`src/rtl/irq_agg_pkg.sv`:
```
package irq_agg_pkg;

    // Register selector produced by the address decoder
    typedef enum logic [2:0] {
        SEL_MASK = 3'd0,
        SEL_PEND = 3'd1,
        SEL_LVL  = 3'd2,
        SEL_CNT  = 3'd3,
        SEL_NONE = 3'd4
    } reg_sel_e;

    // Word offsets inside the register half of the address space
    localparam int unsigned OFS_MASK = 0;
    localparam int unsigned OFS_PEND = 1;
    localparam int unsigned OFS_LVL  = 2;

    // Decoded access, carried from decoder to state and read path
    typedef struct packed {
        reg_sel_e sel;
        logic     wr_mask;
        logic     wr_ack;
    } access_t;

    // Map a word offset to a register selector
    function automatic reg_sel_e offset_to_sel(input int unsigned ofs);
        case (ofs)
            OFS_MASK: offset_to_sel = SEL_MASK;
            OFS_PEND: offset_to_sel = SEL_PEND;
            OFS_LVL:  offset_to_sel = SEL_LVL;
            default:  offset_to_sel = SEL_NONE;
        endcase
    endfunction

endpackage

```
`src/rtl/irq_agg_decode.sv`:
```
module irq_agg_decode
    import irq_agg_pkg::*;
#(
    parameter int unsigned ADDR_W = 6
) (
    input  logic              wr_en,
    input  logic [ADDR_W-1:0] addr,
    output access_t           acc,
    output logic [ADDR_W-2:0] cnt_idx
);
    localparam int unsigned IDX_W = ADDR_W - 1;

    logic      cnt_space;
    reg_sel_e  sel;

    assign cnt_space = addr[ADDR_W-1];
    assign cnt_idx   = addr[IDX_W-1:0];

    always_comb begin
        if (cnt_space) begin
            sel = SEL_CNT;
        end else begin
            sel = offset_to_sel(int'(addr[IDX_W-1:0]));
        end
    end

    always_comb begin
        acc.sel     = sel;
        acc.wr_mask = wr_en && (sel == SEL_MASK);
        acc.wr_ack  = wr_en && (sel == SEL_PEND);
    end
endmodule

```
`src/rtl/irq_agg_state.sv`:
```
module irq_agg_state #(
    parameter int unsigned NUM_LINES = 32
) (
    input  logic                 clk,
    input  logic                 rst,
    input  logic [NUM_LINES-1:0] irq_in,
    input  logic                 mask_we,
    input  logic                 ack_we,
    input  logic [NUM_LINES-1:0] wdata,
    output logic [NUM_LINES-1:0] mask_q,
    output logic [NUM_LINES-1:0] pend_q,
    output logic [NUM_LINES-1:0] lvl_q,
    output logic                 irq_q
);
    logic [NUM_LINES-1:0] ack_vec;
    logic [NUM_LINES-1:0] pend_d;

    // Clear first, then merge the live levels
    assign ack_vec = ack_we ? wdata : '0;
    assign pend_d  = (pend_q & ~ack_vec) | irq_in;

    always_ff @(posedge clk) begin
        if (rst) begin
            mask_q <= '0;
            pend_q <= '0;
            lvl_q  <= '0;
            irq_q  <= 1'b0;
        end else begin
            if (mask_we) begin
                mask_q <= wdata;
            end
            pend_q <= pend_d;
            lvl_q  <= irq_in;
            irq_q  <= |(pend_q & mask_q);
        end
    end
endmodule

```
`src/rtl/irq_agg_counters.sv`:
```
module irq_agg_counters #(
    parameter int unsigned NUM_LINES = 32,
    parameter int unsigned CNT_W     = 32
) (
    input  logic                             clk,
    input  logic                             rst,
    input  logic [NUM_LINES-1:0]             irq_in,
    input  logic [NUM_LINES-1:0]             prev_lvl,
    output logic [NUM_LINES-1:0][CNT_W-1:0]  cnt
);
    logic [NUM_LINES-1:0] rise;

    assign rise = irq_in & ~prev_lvl;

    for (genvar g = 0; g < NUM_LINES; g++) begin : g_line
        always_ff @(posedge clk) begin
            if (rst) begin
                cnt[g] <= '0;
            end else if (rise[g]) begin
                cnt[g] <= cnt[g] + CNT_W'(1);
            end
        end
    end
endmodule

```
`src/rtl/irq_aggregator.sv`:
```
module irq_aggregator
    import irq_agg_pkg::*;
#(
    parameter int unsigned NUM_LINES = 32,
    parameter int unsigned CNT_W     = 32,
    parameter int unsigned ADDR_W    = $clog2(NUM_LINES) + 1
) (
    input  logic                 clk,
    input  logic                 rst,
    input  logic [NUM_LINES-1:0] irq_in,
    input  logic                 wr_en,
    input  logic [ADDR_W-1:0]    addr,
    input  logic [NUM_LINES-1:0] wdata,
    output logic [NUM_LINES-1:0] rdata,
    output logic                 irq_out
);
    localparam int unsigned IDX_W = ADDR_W - 1;

    access_t                             acc;
    logic [IDX_W-1:0]                    cnt_idx;
    logic [NUM_LINES-1:0]                mask_q;
    logic [NUM_LINES-1:0]                pend_q;
    logic [NUM_LINES-1:0]                lvl_q;
    logic [NUM_LINES-1:0][CNT_W-1:0]     cnt;
    logic [NUM_LINES-1:0]                rdata_d;
    logic [NUM_LINES-1:0]                rdata_q;
    logic [CNT_W-1:0]                    cnt_sel;

    irq_agg_decode #(.ADDR_W(ADDR_W)) u_decode (
        .wr_en   (wr_en),
        .addr    (addr),
        .acc     (acc),
        .cnt_idx (cnt_idx)
    );

    irq_agg_state #(.NUM_LINES(NUM_LINES)) u_state (
        .clk     (clk),
        .rst     (rst),
        .irq_in  (irq_in),
        .mask_we (acc.wr_mask),
        .ack_we  (acc.wr_ack),
        .wdata   (wdata),
        .mask_q  (mask_q),
        .pend_q  (pend_q),
        .lvl_q   (lvl_q),
        .irq_q   (irq_out)
    );

    irq_agg_counters #(.NUM_LINES(NUM_LINES), .CNT_W(CNT_W)) u_counters (
        .clk      (clk),
        .rst      (rst),
        .irq_in   (irq_in),
        .prev_lvl (lvl_q),
        .cnt      (cnt)
    );

    assign cnt_sel = cnt[cnt_idx];

    always_comb begin
        case (acc.sel)
            SEL_MASK: rdata_d = mask_q;
            SEL_PEND: rdata_d = pend_q;
            SEL_LVL:  rdata_d = lvl_q;
            SEL_CNT:  rdata_d = NUM_LINES'(cnt_sel);
            default:  rdata_d = '0;
        endcase
    end

    always_ff @(posedge clk) begin
        if (rst) begin
            rdata_q <= '0;
        end else begin
            rdata_q <= rdata_d;
        end
    end

    assign rdata = rdata_q;
endmodule

```
`config.mk`:
```
export PLATFORM = sky130hd
export DESIGN_NAME = irq_aggregator
export DESIGN_NICKNAME = d
export VERILOG_FILES = /design/src/rtl/irq_agg_pkg.sv /design/src/rtl/irq_agg_decode.sv /design/src/rtl/irq_agg_state.sv /design/src/rtl/irq_agg_counters.sv /design/src/rtl/irq_aggregator.sv
export SDC_FILE = /design/constraint.sdc
export NUM_CORES = 2
export LEC_CHECK = 0
export ABC_AREA = 1
export BUFFER_PORTS_ARGS = -buffer_cell sky130_fd_sc_hd__buf_2
export CELL_PAD_IN_SITES_DETAIL_PLACEMENT = 0
export CELL_PAD_IN_SITES_GLOBAL_PLACEMENT = 1
export CORE_ASPECT_RATIO = 0.8
export CORE_UTILIZATION = 47
export CTS_BUF_LIST = sky130_fd_sc_hd__clkbuf_2 sky130_fd_sc_hd__clkbuf_4 sky130_fd_sc_hd__clkbuf_8
export CTS_CLUSTER_SIZE = 8
export DETAILED_ROUTE_END_ITERATION = 8
export GPL_ROUTABILITY_DRIVEN = 0
export PLACE_DENSITY_LB_ADDON = 0.1
export SLEW_MARGIN = 20
export SYNTH_ARGS = -nofsm -noshare
export SYNTH_HDL_FRONTEND = slang
export SYNTH_HIERARCHICAL = 1
export SYNTH_SLANG_ARGS = --single-unit
export TNS_END_PERCENT = 1
```
`constraint.sdc`:
```
create_clock -name clk -period 2.8 [get_ports clk]
set_input_delay 0.14 -clock clk [delete_from_list [all_inputs] [get_ports clk]]
set_output_delay 0.14 -clock clk [all_outputs]
set_load 0.05 [all_outputs]
```
==> flow_summary.yaml <==
clock_tree:
  cts.sinks: 1153
  cts_setup_buffers: 0
  worstSkewPairLatency_ps: 990
  cts_tree: "built"
  clockBufferDepth: 3
  cts.clk_slew.worst_paths_ps: 70
  cts-root-buf: "clkbuf_8"
  numCtsBuffers: 202
  h-tree-depth: 4
placement:
  placed_cells: 13200
  pre_cts_ws_ps: 312
  post-dp-hpwl_um: 207000
  port_buffers: 105
die:
  dieWidth_um: 430
  fp.dieH_um: 345
  start_util_pct: 47.4
  num_io_pins: 106
  fp-row-count: 125
  dieArea_um2: 148000
  core_um2: 145000
worst_setup_path:
  endpoint_kind: "flip-flop"
  crit_path_max_fanout: 53
  crit_required_ps: 3720
  start_kind: "primary input"
  reg2reg_setup_slack_ps: 660
  critPathKind: "in2reg"
  worstPathArrival_ps: 3540
min_path:
  hp-class: "in2reg"
routing:
  ant_nets: 0
  drc: 0
  wl_um: 276000
  wl_per_cell_um: 20.2
  vias_per_cell: 5.61
  route.vias.total: 76800
  drt_first_pass_iters: 7
  drtIter0Drc: 11000
logic_synthesis:
  yosysSeqAreaShare_pct: 33.5
  netlist_area_um2: 68900
  async_reset_ff_share_pct: 0
  yosys_warnings: 6
  postSynthAreaPerCell_um2: 6.03
  synth.distinct_cells: 49
  ys_seq_elements: 1153
  synth-edff-count: 0
  synth_largest_area_cell: "dfxtp_1"
  synthTopCellsByCount: "nand2_1 (3,523), nor2_1 (1,703), nand3_1 (1,376)"
  synthFlopType: "dfxtp_1"
  yosysMostFrequentCell: "nand2_1"
  syn_inst: 11400
  syn_nets: 11500
  synth_area_leaders: "dfxtp_1 (33%), nand2_1 (19%), nand3_1 (10%)"
  netlist.area_leader.share_pct: 33.5
pwr:
  sw_frac_of_total_pct: 27.9
  seqPwrFrac_pct: 45.0
  power_density_nw_per_um2: 486
  combPwrFrac_pct: 8.9
  p_leak_nw: 29.7
  internal_power_mw: 27.0
  power_frac_clock_pct: 46.1
  netSwitchingPower_mw: 10.4
  ir_drop_uv: 398
grt:
  overflow: 0
  grt_use_total_pct: 35.9
  grt_max_degree: 152
  grt_pass1_vias: 67000
  grt_pass1_wl_um: 409000
  antenna_found_initial: 12
layout:
  stdcell_count: 13700
  nNetsFinal: 11700
  area_growth_pct: 11.8
  fill_cells: 15100
  drive_above_1_share_pct: 7.64
timing:
  setup_ws_ps: 186
  slew_viol_final: 0
  hold_viol: 0
  max_freq_mhz: 383
  final.min_clock_period_ps: 2610
  rsz0062_at_grt: "no"
  skew_ps: 49.7
  final.setup.tns_ps: 0
  setup-violations-final: 0
  post-route-period-util_pct: 93.4
  tightest_slew_ps: 985
  slew-limit-headroom_pct: 34.4
flow_run:
  cap_violations: 0
run_status:
  status: "finished, final reports clean"
## layer usage
metal / up-vias / global-route usage, % / wire length (um)
li1: 36800 / - / -
met1: 35500 / 53.9 / 126000
met2: 4020 / 48.1 / 105000
met3: 434 / 10.8 / 36600
met4: 8 / 10.8 / 7680
met5: - / 0.914 / 219
## cell type report
class | instances | area (um^2) | area share (%)
Tap cell | 1905 | 2380 | 3.09
Clock buffer | 329 | 4120 | 5.35
Multi-Input combinational cell | 8614 | 39100 | 50.7
Clock inverter | 31 | 258 | 0.334
Sequential cell | 1153 | 23100 | 29.9
Antenna cell | 11 | 27.5 | 0.0357
Inverter | 1299 | 4910 | 6.37
Timing Repair Buffer | 357 | 3240 | 4.20
## logic make-up after synthesis
logic type                 synth area share (%)
and+or+nand+nor                            45.9
buffers and inverters                      9.88
DFF                                        33.5
AOI/OAI and AO/OA                          8.65
xor gates and xnor gates                   1.55
adders and majority gates                 0.581
## stage by stage
stage          area, um^2  hold WS [ps]  util (%)  power (mW)
2_1_floorplan       68900           209         -        18.9
3_3_place_gp        71200           378      48.9        20.2
3_5_place_dp        71200           389      48.9        20.2
4_1_cts             77100          2.01      53.0        37.5
5_1_grt             77100          32.3      53.0        38.6
6_report            77100          65.2      53.0        37.5
## final timing paths
kind / start / cells after the start / end
max: addr[5] / 11 / u_state/mask_q[29]$_SDFFE_PP0P_
min reg2reg: u_counters/cnt[680]$_SDFFE_PP0P_ / 2 / u_counters/cnt[680]$_SDFFE_PP0P_
min: irq_in[26] / 4 / u_state/lvl_q[26]$_SDFF_PP0_
max reg2reg: u_state/lvl_q[27]$_SDFF_PP0_ / 10 / u_counters/cnt[895]$_SDFFE_PP0P_
## flip-flops by register name (all words and copies together), names as in the netlist
name            flops
u_state/irq_q       1
u_state/pend_q     32
u_counters/cnt   1024
u_state/mask_q     32
u_state/lvl_q      32
rdata              32
## power by group through the flow
stage | combinational [mW] | clock [mW] | sequential, mW
2_1_floorplan | 1.74 | 0 | 17.2
3_3_place_gp | 3.01 | 0 | 17.2
3_5_place_dp | 3.03 | 0 | 17.2
4_1_cts | 3.19 | 17.5 | 16.8
5_1_grt | 3.49 | 18.2 | 16.9
6_report | 3.34 | 17.3 | 16.8
## worst max-delay path, stage by stage
cell and delay, ps:
dlygate4sd3_1 530, buf_2 120, inv_2 100, nand4_1 100, dlygate4sd3_1 600, nor2_4 210
buf_12 310, nand2_1 80, dlygate4sd3_1 560, a21oi_1 180, dlygate4sd3_1 580
## timing repair
item                                    4_1_cts  5_1_grt
endpoints found under the setup margin        0        4
gates resized for setup                       0        2
endpoints found under the hold margin       762        0
hold buffers                                150        0
## layout by cell type, fill, tap and decap left out, types with 21 or more instances in the layout
cell and instances:
inv_1 1282, buf_12 33, a21oi_1 509, clkbuf_8 265
xor2_1 105, nor3b_1 29, nand3_2 23, nor2_1 1702
nand4_1 155, a211oi_1 27, nand2_2 63, o21ai_0 416
a221oi_1 32, dfxtp_1 1153, nor3_1 226, nand3_1 1376
nand2_1 3523, clkbuf_4 65, clkinv_2 21, o21a_1 31
buf_4 68, nor2_2 111, buf_2 102, nor2_4 61
nand3b_1 33, ha_1 32, dlygate4sd3_1 149
(Power assumes the default switching activity.)
